`src/rtl/vcd_pkg.sv`:
```
package vcd_pkg;
    localparam int NCORE  = 4;
    localparam int CORE_W = 2;

    typedef enum logic [1:0] {
        OUT_LLC_HIT = 2'd0,
        OUT_PEER    = 2'd1,
        OUT_MISS    = 2'd2
    } outcome_e;

    // lowest-numbered set bit of a core mask
    function automatic logic [CORE_W-1:0] first_core(input logic [NCORE-1:0] m);
        logic [CORE_W-1:0] r;
        r = '0;
        for (int i = NCORE - 1; i >= 0; i--) begin
            if (m[i]) r = CORE_W'(i);
        end
        return r;
    endfunction
endpackage

```
`src/rtl/vcd_shadow.sv`:
```
module vcd_shadow
    import vcd_pkg::*;
#(
    parameter int ADDR_W = 16,
    parameter int SETS   = 4
) (
    input  logic                 clk,
    input  logic                 rst,
    input  logic [ADDR_W-1:0]    lk_addr,
    input  logic [CORE_W-1:0]    lk_core,
    input  logic                 wr_en,
    output logic [NCORE-1:0]     hold_mask,
    output logic                 vic_vld,
    output logic [ADDR_W-1:0]    vic_addr
);
    localparam int IW = $clog2(SETS);

    logic [IW-1:0] idx;
    logic [NCORE-1:0] ent_v;
    logic [NCORE-1:0][ADDR_W-1:0] ent_a;

    assign idx = lk_addr[IW-1:0];

    for (genvar k = 0; k < NCORE; k++) begin : g_core
        logic [SETS-1:0] vld;
        logic [SETS-1:0][ADDR_W-1:0] tag;

        always_ff @(posedge clk) begin
            if (rst) begin
                vld <= '0;
            end else if (wr_en && lk_core == CORE_W'(k)) begin
                vld[idx] <= 1'b1;
                tag[idx] <= lk_addr;
            end
        end

        assign ent_v[k]     = vld[idx];
        assign ent_a[k]     = tag[idx];
        assign hold_mask[k] = vld[idx] && (tag[idx] == lk_addr);
    end

    assign vic_vld  = ent_v[lk_core] && (ent_a[lk_core] != lk_addr);
    assign vic_addr = ent_a[lk_core];
endmodule

```
`src/rtl/vcd_llc_tags.sv`:
```
module vcd_llc_tags #(
    parameter int ADDR_W = 16,
    parameter int SETS   = 8
) (
    input  logic              clk,
    input  logic              rst,
    input  logic [ADDR_W-1:0] lk_addr,
    output logic              hit,
    input  logic              drop_en,
    input  logic              ins_en,
    input  logic [ADDR_W-1:0] ins_addr
);
    localparam int IW = $clog2(SETS);

    logic [SETS-1:0] vld;
    logic [SETS-1:0][ADDR_W-1:0] tag;
    logic [IW-1:0] lidx, iidx;

    assign lidx = lk_addr[IW-1:0];
    assign iidx = ins_addr[IW-1:0];
    assign hit  = vld[lidx] && (tag[lidx] == lk_addr);

    // insertion is the newer event and wins when both hit one set
    always_ff @(posedge clk) begin
        if (rst) begin
            vld <= '0;
        end else begin
            if (drop_en) vld[lidx] <= 1'b0;
            if (ins_en) begin
                vld[iidx] <= 1'b1;
                tag[iidx] <= ins_addr;
            end
        end
    end
endmodule

```
`src/rtl/vcd_credit.sv`:
```
module vcd_credit #(
    parameter int MAX_OUT = 50
) (
    input  logic clk,
    input  logic rst,
    input  logic inc,
    input  logic dec,
    output logic full
);
    localparam int CW = $clog2(MAX_OUT + 1);

    logic [CW-1:0] cnt;

    always_ff @(posedge clk) begin
        if (rst) begin
            cnt <= '0;
        end else if (inc && !dec) begin
            cnt <= cnt + 1'b1;
        end else if (dec && !inc && cnt != '0) begin
            cnt <= cnt - 1'b1;
        end
    end

    assign full = (cnt == CW'(MAX_OUT));
endmodule

```
`src/rtl/vcd_beats.sv`:
```
module vcd_beats #(
    parameter int LINE_W = 512,
    parameter int BEAT_W = 256,
    parameter int CORE_W = 2
) (
    input  logic              clk,
    input  logic              rst,
    input  logic              in_valid,
    output logic              in_ready,
    input  logic [CORE_W-1:0] in_core,
    input  logic [LINE_W-1:0] in_data,
    output logic              out_valid,
    output logic [CORE_W-1:0] out_core,
    output logic [BEAT_W-1:0] out_data,
    output logic              out_last
);
    localparam int NB = LINE_W / BEAT_W;
    localparam int BW = (NB > 1) ? $clog2(NB) : 1;

    logic              busy;
    logic [BW-1:0]     cnt;
    logic [LINE_W-1:0] line_q;
    logic [CORE_W-1:0] core_q;

    always_ff @(posedge clk) begin
        if (rst) begin
            busy <= 1'b0;
            cnt  <= '0;
        end else if (!busy) begin
            if (in_valid) begin
                busy   <= 1'b1;
                cnt    <= '0;
                line_q <= in_data;
                core_q <= in_core;
            end
        end else if (out_last) begin
            busy <= 1'b0;
            cnt  <= '0;
        end else begin
            cnt <= cnt + 1'b1;
        end
    end

    assign in_ready  = !busy;
    assign out_valid = busy;
    assign out_core  = core_q;
    assign out_last  = busy && (cnt == BW'(NB - 1));
    assign out_data  = line_q[int'(cnt) * BEAT_W +: BEAT_W];
endmodule

```
`src/rtl/vc_directory.sv`:
```
module vc_directory
    import vcd_pkg::*;
#(
    parameter int ADDR_W     = 16,
    parameter int L2_SETS    = 4,
    parameter int LLC_SETS   = 8,
    parameter int MAX_OUT    = 50,
    parameter int LINE_BYTES = 64,
    parameter int BEAT_BYTES = 32
) (
    input  logic                    clk,
    input  logic                    rst,
    input  logic                    req_valid,
    output logic                    req_ready,
    input  logic [1:0]              req_core,
    input  logic [ADDR_W-1:0]       req_addr,
    input  logic                    req_ifetch,
    input  logic                    rel_valid,
    input  logic [1:0]              rel_core,
    output logic                    dec_valid,
    output logic [1:0]              dec_core,
    output logic [1:0]              dec_kind,
    output logic [1:0]              dec_peer,
    output logic                    dec_keep,
    output logic                    dec_probe_ext,
    output logic                    vic_valid,
    output logic [ADDR_W-1:0]       vic_addr,
    output logic                    xreq_valid,
    output logic [ADDR_W-1:0]       xreq_addr,
    input  logic                    xrsp_valid,
    output logic                    xrsp_ready,
    input  logic [1:0]              xrsp_core,
    input  logic [LINE_BYTES*8-1:0] xrsp_data,
    output logic                    fill_valid,
    output logic [1:0]              fill_core,
    output logic [BEAT_BYTES*8-1:0] fill_data,
    output logic                    fill_last
);
    localparam int LINE_W = LINE_BYTES * 8;
    localparam int BEAT_W = BEAT_BYTES * 8;

    typedef struct packed {
        logic              vld;
        logic [1:0]        core;
        outcome_e          kind;
        logic [1:0]        peer;
        logic              keep;
        logic              probe;
        logic              vic;
        logic [ADDR_W-1:0] vaddr;
        logic [ADDR_W-1:0] addr;
    } decision_t;

    logic [NCORE-1:0] hold, others, full;
    logic             accept, llc_hit, sh_vic;
    logic [ADDR_W-1:0] sh_vaddr;
    decision_t        nxt, cur;

    assign req_ready = !full[req_core];
    assign accept    = req_valid && req_ready;

    vcd_shadow #(.ADDR_W(ADDR_W), .SETS(L2_SETS)) u_shadow (
        .clk(clk), .rst(rst), .lk_addr(req_addr), .lk_core(req_core),
        .wr_en(accept), .hold_mask(hold), .vic_vld(sh_vic), .vic_addr(sh_vaddr)
    );

    vcd_llc_tags #(.ADDR_W(ADDR_W), .SETS(LLC_SETS)) u_llc (
        .clk(clk), .rst(rst), .lk_addr(req_addr), .hit(llc_hit),
        .drop_en(accept && llc_hit && !nxt.keep),
        .ins_en(accept && sh_vic), .ins_addr(sh_vaddr)
    );

    for (genvar k = 0; k < NCORE; k++) begin : g_cred
        vcd_credit #(.MAX_OUT(MAX_OUT)) u_cred (
            .clk(clk), .rst(rst),
            .inc(accept && req_core == CORE_W'(k)),
            .dec(rel_valid && rel_core == CORE_W'(k)),
            .full(full[k])
        );
    end

    always_comb begin
        others     = hold & ~(NCORE'(1) << req_core);
        nxt        = '0;
        nxt.vld    = accept;
        nxt.core   = req_core;
        nxt.addr   = req_addr;
        nxt.vic    = sh_vic;
        nxt.vaddr  = sh_vaddr;
        if (llc_hit) begin
            nxt.kind = OUT_LLC_HIT;
            nxt.keep = req_ifetch || (others != '0);
        end else if (others != '0) begin
            nxt.kind  = OUT_PEER;
            nxt.peer  = first_core(others);
            nxt.probe = ($countones(others) == 1);
        end else begin
            nxt.kind = OUT_MISS;
        end
    end

    always_ff @(posedge clk) begin
        if (rst) cur <= '0;
        else     cur <= nxt;
    end

    assign dec_valid     = cur.vld;
    assign dec_core      = cur.core;
    assign dec_kind      = cur.kind;
    assign dec_peer      = cur.peer;
    assign dec_keep      = cur.keep;
    assign dec_probe_ext = cur.probe;
    assign vic_valid     = cur.vld && cur.vic;
    assign vic_addr      = cur.vaddr;
    assign xreq_valid    = cur.vld && cur.kind == OUT_MISS;
    assign xreq_addr     = cur.addr;

    vcd_beats #(.LINE_W(LINE_W), .BEAT_W(BEAT_W), .CORE_W(CORE_W)) u_beats (
        .clk(clk), .rst(rst),
        .in_valid(xrsp_valid), .in_ready(xrsp_ready), .in_core(xrsp_core), .in_data(xrsp_data),
        .out_valid(fill_valid), .out_core(fill_core), .out_data(fill_data), .out_last(fill_last)
    );
endmodule

```
`config.mk`:
```
export PLATFORM = sky130hd
export DESIGN_NAME = vc_directory
export DESIGN_NICKNAME = d
export VERILOG_FILES = /design/src/rtl/vcd_pkg.sv /design/src/rtl/vcd_shadow.sv /design/src/rtl/vcd_llc_tags.sv /design/src/rtl/vcd_credit.sv /design/src/rtl/vcd_beats.sv /design/src/rtl/vc_directory.sv
export SDC_FILE = /design/constraint.sdc
export NUM_CORES = 1
export LEC_CHECK = 0
export BUFFER_PORTS_ARGS = -buffer_cell sky130_fd_sc_hd__buf_2
export CAP_MARGIN = 40
export CORE_AREA = 2 2 328 330
export CTS_CLUSTER_DIAMETER = 200
export CTS_CLUSTER_SIZE = 25
export DETAILED_ROUTE_END_ITERATION = 8
export DIE_AREA = 0 0 330 332
export MAX_ROUTING_LAYER = met4
export PLACE_DENSITY = 0.67
export SLEW_MARGIN = 20
export SYNTH_ARGS = -nofsm -noshare
export SYNTH_HDL_FRONTEND = slang
export SYNTH_HIERARCHICAL = 1
export SYNTH_SLANG_ARGS = --single-unit
export TNS_END_PERCENT = 20
```
`constraint.sdc`:
```
create_clock -name clk -period 33.3 [get_ports clk]
set_input_delay 1.665 -clock clk [delete_from_list [all_inputs] [get_ports clk]]
set_output_delay 1.665 -clock clk [all_outputs]
set_load 0.02 [all_outputs]
```
==> results of run 1 <==
-- layer usage --
metal / track usage
met1: 0.378
met4: 0.110
met3: 0.0606
met5: -
met2: 0.441
-- cells by family after synthesis --
family | after synthesis | synth area share
AOI/OAI and AO/OA | 181 | 0.0318
DFF | 990 | 0.710
muxes | 483 | 0.159
adders and majority gates | 23 | 0.00801
and+or+nand+nor | 304 | 0.0397
buffers and inverters | 185 | 0.0300
xor gates and xnor gates | 103 | 0.0222
-- stage by stage --
step / utilization / instances / instance area (um2) / hold slack [ps] / worst slack, ps
after floorplan: - / 2269 / 40600 / 443 / 8910
after global placement: 0.432 / 4416 / 45900 / 457 / 26330
after detailed placement: 0.434 / 4430 / 46200 / 463 / 26260
after CTS: 0.447 / 4514 / 47500 / 477 / 26960
after global routing: 0.449 / 4549 / 47700 / 496 / 27050
==> out/qor.csv, run 1 <==
stage;metric;value;unit
status;status;did not finish;
status;Failed at;detailed routing (5_2_route);
status;stop err;[ERROR DRT-0255] Maze Route cannot find path of net xrsp_data[366] in worker of routeBox ( 289800 96600 ) ( 330000 144900 ).;
clock_network;CTS root buf;clkbuf_16;
clock_network;H-Tree Depth;2;
synthesis;Distinct cells, synth;73;
global_routing;antenna violations before repair;111;
floorplan;number of I/O pins;845;
synthesis;Mapped Avg Cell Area;17.9;um2
placed_design;IO Port Bufs;844;
synthesis;warning count from the yosys run;6;
placed_design;Routability Congestion;1.07;
floorplan;starting density of the core;0.382;
floorplan;Die Span Y;332;um
clock_network;post-CTS setup buffers;0;
synthesis;Yosys top cell by area;edfxtp_1;
floorplan;row cnt;120;
synthesis;cell area after synthesis;0.0406;mm2
synthesis;sequential fraction of the synthesis area;0.710;
global_routing;GRT Overall Usage;0.288;
clock_network;CTS resizes;0;
clock_network;Bufs on Longest Clock Path;3;
synthesis;top_reg_cell synth;edfxtp_1;
synthesis;ranking of synthesized cells by area;edfxtp_1 (66%), mux2_2 (7.4%), mux4_2 (5.0%);
synthesis;syn_nets;2832;
clock_network;clk sink count;990;
synthesis;Post-synth top cells;edfxtp_1 (898), mux2_2 (267), mux2i_1 (113), dfxtp_1 (92), mux4_2 (91);
floorplan;Die Span X;330;um
synthesis;EDFF count, synth;898;
global_routing;first-pass GRT wire length;205000;um
global_routing;GRT overflow;0;
synthesis;Cells after Synth;2269;
synthesis;most frequent cell after synthesis;edfxtp_1;
clock_network;# hold bufs at CTS;0;
clock_network;CTS Buf Count;45;
synthesis;asr flop ratio synth;0;
global_routing;vias in the first global route;23300;
synthesis;top cell type's share of synthesized area;0.664;
synthesis;#FFs+latches synth;990;
global_routing;largest net degree at the start of global routing;187;
placed_design;hpwl dp;123000;um
==> inputs of run 2 (changes only) <==
- CORE_AREA: 2 2 328 330 -> 2 2 332 334
- CTS_CLUSTER_DIAMETER: 200 -> not set
- CTS_CLUSTER_SIZE: 25 -> not set
- DIE_AREA: 0 0 330 332 -> 0 0 334 336
- MAX_ROUTING_LAYER: met4 -> not set
- PLACE_DENSITY: 0.67 -> not set
- PLACE_DENSITY_LB_ADDON: not set -> 0.15
==> out/qor.csv, run 2 <==
stage;metric;value;unit
finish;Largest regs;u_beats/line_q (512), u_shadow/g_core.tag (256), u_llc/tag (128);
synthesis;asr flop ratio synth;0;
clock_network;Bufs on Longest Clock Path;3;
critical_path;slowest CP cell;buf_4;
global_routing;antenna violations before repair;98;
sta;Max Slew Vio Count;0;
synthesis;syn_nets;2832;
critical_path;Worst path max stage delay;690;ps
floorplan;starting density of the core;0.375;
sta;Setup Viol. Count Final;0;
floorplan;CORE AREA;0.108;mm2
sta;final hold vios;0;
synthesis;sequential fraction of the synthesis area;0.710;
sta;Slew HR;0.212;
clock_network;H-Tree Depth;3;
synthesis;#FFs+latches synth;990;
clock_network;CTS Buf Count;109;
finish;Layout area overhead;23.4;%
critical_path;worst-path maximum fanout;71;
synthesis;Mapped Avg Cell Area;17.9;um2
synthesis;ranking of synthesized cells by area;edfxtp_1 (66%), mux2_2 (7.4%), mux4_2 (5.0%);
critical_path;CP endpoint kind;flop;
clock_network;Clock Latency Late Sink;730;ps
power_and_ir_drop;total power;2.97;mW
clock_network;# hold bufs at CTS;0;
synthesis;most frequent cell after synthesis;edfxtp_1;
routing;drt wl/cell;32.3;um
synthesis;Post-synth top cells;edfxtp_1 (898), mux2_2 (267), mux2i_1 (113), dfxtp_1 (92), mux4_2 (91);
synthesis;top_reg_cell synth;edfxtp_1;
synthesis;Cells after Synth;2269;
placed_design;IO Port Bufs;844;
clock_network;clock slew at the register clock pins of the worst setup and hold paths;50;ps
floorplan;Die Span X;334;um
power_and_ir_drop;Peak VDD IR;0.0467;mV
synthesis;cell area after synthesis;0.0406;mm2
synthesis;top cell type's share of synthesized area;0.664;
power_and_ir_drop;pwr/cell area;59.4;mW/mm2
hold_path;hold crit path type;reg2reg;
placed_design;hpwl dp;117000;um
routing;initial DRC count;2644;
status;status;finished, final reports clean;
global_routing;GRT overflow;0;
critical_path;crit path DAT;7100;ps
finish;Most flops, register;u_beats/line_q;
critical_path;FF-to-FF Start;u_shadow/g_core[1].tag[46]$_DFFE_PP_;
synthesis;Distinct cells, synth;73;
critical_path;Critical Setup Path Class;in2reg;
placed_design;Routability Congestion;0.958;
finish;layout cells sized above 1;0.466;
global_routing;first-pass GRT wire length;200000;um
floorplan;row cnt;121;
floorplan;number of I/O pins;845;
finish;max FFs per register;512;
routing;final wirelength;151000;um
critical_path;Register-to-Register Path Depth;11;
routing;DRC Markers;0;
run;Max-Cap Viols;0;
routing;routed vias;24800;
routing;post-route ant nets;0;
sta;skew final;59.2;ps
finish;leading cell types in the layout, fill and taps excluded;edfxtp_1 (898), buf_2 (840), mux2_2 (267), mux2i_1 (113), clkbuf_16 (111);
synthesis;EDFF count, synth;898;
finish;commonest non-fill, non-tap cell in the layout;edfxtp_1;
clock_network;post-CTS setup buffers;0;
critical_path;startpoint types;primary input;
critical_path;Critical Path Start;req_addr[1];
clock_network;CTS tree;built;
critical_path;required time of the critical path;33920;ps
finish;Final nets;3697;
routing;Pre-antenna DRT Iters;6;
clock_network;clk sink count;990;
global_routing;largest net degree at the start of global routing;176;
routing;average via count per standard cell;5.29;
global_routing;GRT Overall Usage;0.263;
clock_network;CTS resizes;0;
sta;Tightest Pin Transition;1180;ps
critical_path;worst setup path endpoint;dec_probe_ext$_SDFF_PP0_;
synthesis;warning count from the yosys run;6;
global_routing;vias in the first global route;24400;
sta;Post-Route Setup TNS;0;ps
sta;fin crit share;0.195;
sta;fmax;154;MHz
floorplan;Die Span Y;336;um
clock_network;CTS root buf;clkbuf_16;
synthesis;Yosys top cell by area;edfxtp_1;
power_and_ir_drop;Leak;18.5;nW
critical_path;Reg2Reg Setup Slack;29010;ps
floorplan;Die ar.;0.112;mm2
critical_path;CP cell instances;buf_6 -> buf_4 -> buf_4 -> mux4_2 -> xor2_1 -> nor4_1 -> nand4_1 -> nor4_2 -> a21boi_0 -> fa_1 -> ha_1 -> ha_1 -> nor4b_1 -> and3_1;
sta;unrepaired setup endpoints after global routing;no;
sta;minimum clock period;6490;ps
critical_path;worst flop-to-flop path endpoint;dec_probe_ext$_SDFF_PP0_;
[run 2: critical path: cells and delay by family]
family	cells	cell delay (ps)
mux	1	410
simple gates	5	1370
compound gates	1	480
xor+xnor	1	150
buf+inv	3	1900
fa+ha+maj	3	990
[run 2: cells by family after synthesis]
group,after synthesis,share of synthesized area
xor gates and xnor gates,103,0.0222
muxes,483,0.159
AOI/OAI and AO/OA,181,0.0318
buffers and inverters,185,0.0300
adders and majority gates,23,0.00801
and+or+nand+nor,304,0.0397
DFF,990,0.710
[run 2: report_power, final]
part           switching, mW  internal (mW)
combinational          0.185          0.117
sequential            0.0254           1.40
clock                  0.520          0.724
[run 2: routing by layer]
| layer | wire length, um | GRT usage | part of all wire |
|---|---|---|---|
| met1 | 56500 | 0.326 | 0.37 |
| met2 | 73700 | 0.431 | 0.49 |
| met3 | 14600 | 0.0696 | 0.097 |
| met4 | 6390 | 0.118 | 0.042 |
| met5 | 92 | 0 | 0.00061 |
[run 2: layout make-up]
type                    count  area, um2
clock inverters            71        801
multi-input cells        1094      10700
inverters                  30        113
diodes                     37       92.6
well taps                1414       1770
clock buffers             134       2930
fillers                  9503      58300
repair buffers            909       4910
flip-flops and latches    990      28800
[run 2: how the worst min path moves through the flow]
stage | end | slack (ps) | depth (start not counted) | start
after floorplan | g_cred[0].u_cred/cnt[3]$_SDFFE_PP0P_ | 440 | 2 | g_cred[0].u_cred/cnt[3]$_SDFFE_PP0P_
after global placement | u_shadow/g_core[1].vld[0]$_SDFFE_PP0P_ | 460 | 2 | u_shadow/g_core[1].vld[0]$_SDFFE_PP0P_
after detailed placement | u_shadow/g_core[2].vld[2]$_SDFFE_PP0P_ | 460 | 2 | u_shadow/g_core[2].vld[2]$_SDFFE_PP0P_
after CTS | u_shadow/g_core[2].vld[2]$_SDFFE_PP0P_ | 470 | 2 | u_shadow/g_core[2].vld[2]$_SDFFE_PP0P_
after global routing | u_llc/vld[2]$_SDFF_PP0_ | 490 | 1 | u_llc/vld[2]$_SDFF_PP0_
final | u_shadow/g_core[2].vld[2]$_SDFFE_PP0P_ | 470 | 2 | u_shadow/g_core[2].vld[2]$_SDFFE_PP0P_
[run 2: metrics by stage]
stage,area [um2],util,hold slack (ps),setup slack [ps],std cells
floorplan,40600,-,443,8910,2269
global placement,46000,0.424,456,26180,4414
detailed placement,46100,0.426,460,26120,4430
CTS,49900,0.460,469,26820,4635
global route,50100,0.462,492,26420,4665
finish,50100,0.462,470,26810,4679
No activity file was read; power rests on OpenSTA's default activity.
